File: config.mk
export PLATFORM = sky130hd
export DESIGN_NAME = opt_timer_top
export DESIGN_NICKNAME = d
export VERILOG_FILES = /design/src/rtl/opt_pkg.sv /design/src/rtl/opt_qualify.sv /design/src/rtl/opt_cnt_view.sv /design/src/rtl/opt_cmp.sv /design/src/rtl/opt_timer_top.sv
export SDC_FILE = /design/constraint.sdc
export NUM_CORES = 1
export LEC_CHECK = 0
export ABC_CLOCK_PERIOD_IN_PS = 5700
export CAP_MARGIN = 5
export CORE_UTILIZATION = 45
export CTS_BUF_LIST = sky130_fd_sc_hd__clkbuf_16
export DETAILED_ROUTE_END_ITERATION = 10
export PLACE_DENSITY_LB_ADDON = 0.05
export SLEW_MARGIN = 5
export SYNTH_ARGS = -nofsm -noshare
export SYNTH_HDL_FRONTEND = slang
export SYNTH_SLANG_ARGS = --single-unit
File: constraint.sdc
create_clock -name clk_i -period 5.7 [get_ports clk_i]
set_input_delay 0.57 -clock clk_i [delete_from_list [all_inputs] [get_ports clk_i]]
set_output_delay 0.57 -clock clk_i [all_outputs]
set_load 0.03 [all_outputs]
File: src/rtl/opt_pkg.sv
package opt_pkg;
  localparam int unsigned CNT_W = 64;

  typedef enum logic [1:0] {
    LVL_APP  = 2'd0,
    LVL_KERN = 2'd1,
    LVL_HYP  = 2'd2,
    LVL_MON  = 2'd3
  } lvl_e;

  function automatic logic is_guest(lvl_e l);
    return (l == LVL_APP) || (l == LVL_KERN);
  endfunction
endpackage

File: src/rtl/opt_qualify.sv
module opt_qualify (
  input  logic feat_en_i,
  input  logic e2h_i,
  input  logic tge_i,
  input  logic ns_i,
  input  logic eel2_i,
  output logic off_active_o
);
  logic host_mode;
  logic sec_ok;

  always_comb begin
    host_mode    = e2h_i & tge_i;
    sec_ok       = ns_i | eel2_i;
    off_active_o = feat_en_i & ~host_mode & sec_ok;
  end
endmodule

File: src/rtl/opt_cnt_view.sv
module opt_cnt_view
  import opt_pkg::*;
#(
  parameter int unsigned W = CNT_W
) (
  input  logic [W-1:0] raw_i,
  input  logic [W-1:0] off_i,
  input  lvl_e         lvl_i,
  input  logic         active_i,
  output logic [W-1:0] tmr_cnt_o,
  output logic [W-1:0] rd_cnt_o
);
  logic [W-1:0] adj;

  always_comb begin
    adj       = raw_i - off_i;
    tmr_cnt_o = active_i ? adj : raw_i;
    rd_cnt_o  = (active_i && is_guest(lvl_i)) ? adj : raw_i;
  end
endmodule

File: src/rtl/opt_cmp.sv
module opt_cmp #(
  parameter int unsigned W = 64
) (
  input  logic [W-1:0] tmr_cnt_i,
  input  logic [W-1:0] raw_i,
  input  logic [W-1:0] cval_i,
  input  logic         active_i,
  output logic         cond_o
);
  logic [W-1:0] sdiff;
  logic [W:0]   udiff;

  always_comb begin
    sdiff  = tmr_cnt_i - cval_i;
    udiff  = {1'b0, raw_i} - {1'b0, cval_i};
    // active: signed sign of wrapped difference; inactive: unsigned borrow
    cond_o = active_i ? ~sdiff[W-1] : ~udiff[W];
  end
endmodule

File: src/rtl/opt_timer_top.sv
module opt_timer_top
  import opt_pkg::*;
#(
  parameter int unsigned W = CNT_W
) (
  input  logic         clk_i,
  input  logic         rst_ni,
  input  logic [W-1:0] raw_cnt_i,
  input  logic [W-1:0] offset_i,
  input  logic [W-1:0] cval_i,
  input  logic         tmr_en_i,
  input  logic         tmr_mask_i,
  input  logic [1:0]   req_lvl_i,
  input  logic         feat_en_i,
  input  logic         e2h_i,
  input  logic         tge_i,
  input  logic         ns_i,
  input  logic         eel2_i,
  output logic [W-1:0] rd_cnt_o,
  output logic         irq_o,
  output logic         cond_o
);
  logic         off_active;
  logic [W-1:0] tmr_cnt;
  logic         irq_q;
  lvl_e         lvl;

  assign lvl = lvl_e'(req_lvl_i);

  opt_qualify u_qual (
    .feat_en_i   (feat_en_i),
    .e2h_i       (e2h_i),
    .tge_i       (tge_i),
    .ns_i        (ns_i),
    .eel2_i      (eel2_i),
    .off_active_o(off_active)
  );

  opt_cnt_view #(.W(W)) u_view (
    .raw_i    (raw_cnt_i),
    .off_i    (offset_i),
    .lvl_i    (lvl),
    .active_i (off_active),
    .tmr_cnt_o(tmr_cnt),
    .rd_cnt_o (rd_cnt_o)
  );

  opt_cmp #(.W(W)) u_cmp (
    .tmr_cnt_i(tmr_cnt),
    .raw_i    (raw_cnt_i),
    .cval_i   (cval_i),
    .active_i (off_active),
    .cond_o   (cond_o)
  );

  always_ff @(posedge clk_i or negedge rst_ni) begin
    if (!rst_ni) irq_q <= 1'b0;
    else         irq_q <= cond_o & tmr_en_i & ~tmr_mask_i;
  end

  assign irq_o = irq_q;

  assert_guest_read_R1: assert property (@(posedge clk_i) disable iff (!rst_ni)
    (off_active && !req_lvl_i[1]) |-> (rd_cnt_o == raw_cnt_i - offset_i));

  assert_upper_raw_R2: assert property (@(posedge clk_i) disable iff (!rst_ni)
    req_lvl_i[1] |-> (rd_cnt_o == raw_cnt_i));

  assert_inactive_raw_R3: assert property (@(posedge clk_i) disable iff (!rst_ni)
    !off_active |-> (rd_cnt_o == raw_cnt_i));

  assert_inactive_cmp_R5: assert property (@(posedge clk_i) disable iff (!rst_ni)
    !off_active |-> (cond_o == (raw_cnt_i >= cval_i)));

  assert_irq_source_R7: assert property (@(posedge clk_i) disable iff (!rst_ni)
    irq_o |-> ($past(cond_o) && $past(tmr_en_i) && !$past(tmr_mask_i)));
endmodule

# --- Yosys cells after proc, flatten, opt, wreduce, memory -nomap -nowiden ---
# Cells that the tools add are included.
totals:
  regBits: 1
  input_bits: 203
  out_inout_bits: 66
  word_cells: 21
op_classes:
  addsub: 3
  n_eq_ne: 1
  mux: 3
  bitwise: 10
  reduce_logical: 3
ops:
  columns: ["operator", "count"]
  rows:
  - ["two-way mux 64 bit", 2]
  - ["subtractor 64 bit", 2]
  - ["subtractor 64 x 64 -> 65 bit", 1]
  - ["AND 1 bit", 5]
  - ["inverter 1 bit", 4]
  - ["equality test 2 x 1 -> 1 bit, second input constant", 1]
  - ["zero test 2 bit", 1]
  - ["logical AND 1 bit", 1]
  - ["logical OR 1 bit", 1]
  - ["two-way mux 1 bit", 1]
  - ["bitwise OR 1 bit", 1]

# --- Logic depth before layout (Yosys ltp) ---
depth:
  word_depth: 10
  depth_mapped: 23
  ltp_nobuf: 23

# --- Modules after synthesis ---
# A second synthesis with hierarchy kept.
unflattened:
  cells_unflattened: 1317
  hier_area_um2: 8426.8
modules_own_cells:
  columns: ["mod", "instances", "cells_per_inst", "area_per_inst_um2", "seq_area_each_um2"]
  rows:
  - ["opt_cnt_view", 1, 934, 5440.2, 0.0]
  - ["opt_cmp", 1, 379, 2939.1, 0.0]
  - ["opt_timer_top", 1, 2, 33.8, 25.0]
  - ["opt_qualify", 1, 2, 13.8, 0.0]

# --- Worst setup path before layout ---
# OpenSTA, ideal clock, no wires.
synth_timing:
  path_kind: "in2out"
  from: "input raw_cnt_i[0]"
  to: "output cond_o"
  t_arrival_ns: 5.454
  required_time_ns: 5.130
  setup_slack_ns: -0.324
  path_stages: 23
  path_buffers: 0
  path_cell_list: "inv_1 ha_1 inv_1 fa_1 a211oi_1 nor4_2 o2111ai_1 a31oi_1 nor2b_1 o21ai_0 a21boi_0 xnor2_1 mux2_2 ha_1 and4_1 nand4_1 or4_1 a2111oi_0 o21ai_0 a31oi_1 o21ai_0 a21o_1 a31oi_1"
synth_via:
  elab_chain_len: 5
  word_cells_on_any_way: 7
  cone_classes: "add/sub: 3; mux: 2; bitwise: 2"
synth_lines:
  columns: ["element", "line", "source"]
  rows:
  - ["from (decl)", "opt_timer_top.sv:8", "input logic [W-1:0] raw_cnt_i,"]
  - ["subtractor 64 bit", "opt_cnt_view.sv:16", "adj = raw_i - off_i;"]
  - ["two-way mux 64 bit", "opt_cnt_view.sv:17", "tmr_cnt_o = active_i ? adj : raw_i;"]
  - ["subtractor 64 bit", "opt_cmp.sv:14", "sdiff = tmr_cnt_i - cval_i;"]
  - ["inverter 1 bit", "opt_cmp.sv:17", "cond_o = active_i ? ~sdiff[W-1] : ~udiff[W];"]
  - ["two-way mux 1 bit *", "opt_cmp.sv:17", null]
  - ["to (decl)", "opt_timer_top.sv:21", "output logic cond_o"]
# Mark *: on every way between the ends. The rest lies on a longest branch, timed or not.

# --- Worst setup path after layout ---
# Same ends and word-level chain as after synthesis.

==> out/summary.log <==
qor: critical_path.critPathMostFrequentCell sky130_fd_sc_hd__buf_4
qor: power_and_ir_drop.leakagePower 7.55 nW
qor: floorplanning.chipWidth 142 µm
qor: logic_synthesis.synth-edff-count 0
qor: logic_synthesis.synthDistinctLibCells 72
qor: timing.tns -0.458 ns
qor: critical_path.slowest_stage sky130_fd_sc_hd__fa_2
qor: drt.route.detailed.vias_per_inst 5.86
qor: critical_path.crit_path_end_kind primary output
qor: critical_path.element_type_at_the_critical_path_start primary input
qor: finish.count_of_antenna_diodes_in_the_layout 0
qor: critical_path.cp.buffers_inverters 8
qor: run_status.run_status finished, violations left
qor: grt.grt_start_max_net_pins 61
qor: grt.grt_pass1_vias 12.4k
qor: timing.finalCritPeriodShare 108%
qor: min_path.min-delay-path-class in2async
qor: finish.final_net_count 2313
qor: logic_synthesis.synthSimpleGateAreaFrac 27.4%
qor: drt.number_of_iterations_in_the_first_detailed_routing_pass 8
qor: finish.layout-drive-gt1-share 32.3%
qor: grt.globalRouteOverflowTotal 0
qor: critical_path.worst_ep_arrival_time 5.59 ns
qor: timing.timing_max_transition_violations_final 0
qor: logic_synthesis.post-synth-top-area-cell sky130_fd_sc_hd__ha_1
qor: logic_synthesis.avgSynthCellArea 6.47 µm²
qor: critical_path.cp_max_fo 3
qor: timing.setup_repair_after_global_routing_missed_its_margin true
qor: critical_path.critical_path_class in2out
qor: timing.fmax 162 MHz
qor: placed_design.hpwlAfterDp 28900 µm
qor: finish.multi_input_comb_area 0.00952 mm²
qor: floorplanning.die-area 0.0201 mm²
qor: logic_synthesis.postSynthRegisterBits 1
qor: drt.detail_route.wirelength 40800 µm
qor: timing.hold-worst-slack 0.722 ns
qor: drt.drc 0
qor: logic_synthesis.async_reset_ff_share 100%
qor: finish.largest_reg_flops 1
qor: finish.layout.filler_cells 1245
qor: placed_design.place_congestion 1.02
qor: floorplanning.floorplan.core_area 0.0189 mm²
qor: timing.setup_viol 1
qor: grt.global_route_wire_length_before_repair 60600 µm
qor: logic_synthesis.synth_xor_xnor_area_share 5.19%
qor: logic_synthesis.part_of_the_yosys_area_used_for_sequential_elements 0.285%
qor: placed_design.numPortBuffers 267
qor: critical_path.cpPeakStageDelay 0.37 ns
qor: grt.antenna_found_initial 0
qor: floorplanning.floorplan.initialDensity 46.5%
qor: grt.groute.usage.overall 37.0%
qor: power_and_ir_drop.ir_drop 0.0000661 V
qor: logic_synthesis.post_synth_instance_area 0.00878 mm²
qor: logic_synthesis.post_synth_mux_area_share 4.49%
qor: power_and_ir_drop.power_per_cell_area 125 mW/mm²
qor: logic_synthesis.netlist_top_cells_count sky130_fd_sc_hd__nand2_1 (298), sky130_fd_sc_hd__ha_1 (188), sky130_fd_sc_hd__inv_1 (145)
qor: logic_synthesis.syn_nets 1750
qor: timing.layout_setup_ws -0.458 ns
qor: floorplanning.dieHeight 142 µm
qor: critical_path.path_delay_family compound AO/OA/AOI/OAI gates
qor: logic_synthesis.cells_taking_the_most_area_after_synthesis sky130_fd_sc_hd__ha_1 (27%), sky130_fd_sc_hd__nand2_1 (13%), sky130_fd_sc_hd__inv_1 (6.2%), sky130_fd_sc_hd__a21oi_1 (5.9%), sky130_fd_sc_hd__mux2_2 (4.5%)
qor: logic_synthesis.synthDominantCellAreaShare 26.8%
qor: run.drv_cap 0
qor: drt.postRouteAntennaNets 0
qor: run_status.failed_checks negative setup slack
qor: clock_network.clk_pin_slew 0 ns
qor: drt.dr_total_vias 12.8k
qor: logic_synthesis.yosys.area_share.adder 27.0%
qor: timing.slew_headroom 49.6%
qor: logic_synthesis.most_repeated_cell_in_the_gate_level_netlist_after_synthesis sky130_fd_sc_hd__nand2_1
qor: timing.min_period 6.16 ns
qor: drt.initialDrtViolationCount 1161
qor: logic_synthesis.synth_top_family_by_area simple AND/OR/NAND/NOR gates
qor: floorplanning.io_pins 269
qor: finish.final_core_utilization 82.8%
qor: critical_path.timing.critical_path.required 5.13 ns
qor: logic_synthesis.synth_top_flop_cell sky130_fd_sc_hd__dfrtp_1
qor: logic_synthesis.yosys_warnings 0
qor: finish.register_area 25.0 µm²
qor: timing.worstMarginPinSlew 0.751 ns
qor: logic_synthesis.complex_gate_fraction_of_the_synthesized_area 27.3%
qor: logic_synthesis.post_synth_inst_count 1358
qor: drt.route.detailed.wl_per_inst 18.7 µm
qor: floorplanning.std_cell_rows 50
qor: timing.hold_violations 0
qor: placed_design.worst_setup_slack_post_dpl -1.06 ns
qor: finish.synthToLayoutAreaGrowth 78.2%
-- repair_timing --
action,CTS,global route
resized for setup,321,76
hold buffers,0,0
setup buffers,66,17
setup endpoints to repair,2,2
pin swaps,132,62
-- area by class of cell --
type                    count  share of cell area, %
inverters                 145                   3.51
multi-input cells        1164                   60.9
flip-flops and latches      1                  0.160
well taps                 260                   2.08
repair buffers            609                   33.4
-- cells in the final DEF, fill, tap and decap left out, types with 7 or more instances in the layout --
| master | n |
|---|---|
| sky130_fd_sc_hd__buf_4 | 324 |
| sky130_fd_sc_hd__nand2_1 | 291 |
| sky130_fd_sc_hd__clkdlybuf4s50_1 | 205 |
| sky130_fd_sc_hd__ha_1 | 139 |
| sky130_fd_sc_hd__inv_1 | 116 |
| sky130_fd_sc_hd__a21oi_1 | 81 |
| sky130_fd_sc_hd__nor2_1 | 60 |
| sky130_fd_sc_hd__o21ai_0 | 48 |
| sky130_fd_sc_hd__ha_4 | 48 |
| sky130_fd_sc_hd__a21o_1 | 46 |
| sky130_fd_sc_hd__nand4_1 | 38 |
| sky130_fd_sc_hd__nand3_1 | 34 |
| sky130_fd_sc_hd__dlygate4sd2_1 | 34 |
| sky130_fd_sc_hd__inv_2 | 28 |
| sky130_fd_sc_hd__mux2_2 | 27 |
| sky130_fd_sc_hd__xnor2_1 | 25 |
| sky130_fd_sc_hd__a21oi_2 | 20 |
| sky130_fd_sc_hd__buf_6 | 16 |
| sky130_fd_sc_hd__xor2_1 | 15 |
| sky130_fd_sc_hd__o211ai_1 | 14 |
| sky130_fd_sc_hd__o21a_1 | 14 |
| sky130_fd_sc_hd__o21ai_2 | 13 |
| sky130_fd_sc_hd__o21ai_1 | 11 |
| sky130_fd_sc_hd__o21bai_1 | 10 |
| sky130_fd_sc_hd__nor2b_1 | 10 |
| sky130_fd_sc_hd__clkbuf_2 | 10 |
| sky130_fd_sc_hd__nand2b_1 | 9 |
| sky130_fd_sc_hd__nor3_1 | 9 |
| sky130_fd_sc_hd__nand4b_1 | 9 |
| sky130_fd_sc_hd__a31oi_1 | 8 |
| sky130_fd_sc_hd__mux2_4 | 8 |
| sky130_fd_sc_hd__and3_4 | 7 |
| sky130_fd_sc_hd__a21oi_4 | 7 |
| sky130_fd_sc_hd__o31ai_1 | 7 |
| sky130_fd_sc_hd__clkdlybuf4s15_1 | 7 |
-- path summary, 6_finish.rpt --
path / startpoint / to / slack [ns] / cells after the start
min in group clk_i: tmr_mask_i / irq_o / 1.25 / 4
setup / recovery: raw_cnt_i[0] / cond_o / -0.46 / 28
hold / removal: rst_ni / irq_o / 0.72 / 1
max in group asynchronous: rst_ni / irq_o / 4.88 / 1
-- per-layer routing --
metal	track usage (%)	wire, µm	vias up
li1	-	-	5959
met1	46.4	16100	5854
met2	64.3	19000	788
met3	4.56	3640	174
met4	14.2	2010	0
met5	0	0	-
-- metrics by stage --
step	instances	total power, W	cell area, µm²
2_1_floorplan	1358	0.000830	8800
3_5_place_dp	2100	0.00155	13600
3_3_place_gp	2100	0.00153	13600
6_report	2179	0.00195	15600
5_1_grt	2179	0.00207	15600
4_1_cts	2162	0.00179	15300
-- kinds of logic after synthesis --
group / after synthesis
AO/OA/AOI/OAI: 360
XOR/XNOR: 52
adder cells (fa/ha/maj): 189
buffers and inverters: 193
flip-flops: 1
multiplexers: 35
AND/OR/NAND/NOR: 528
-- power by group --
| group | internal (W) | switching [W] |
|---|---|---|
| clock network | 0 | 0 |
| registers | 0.00000770 | 0.000000120 |
| logic | 0.000955 | 0.000985 |
| total | 0.000963 | 0.000985 |
Power figures use the tool's default switching activity.
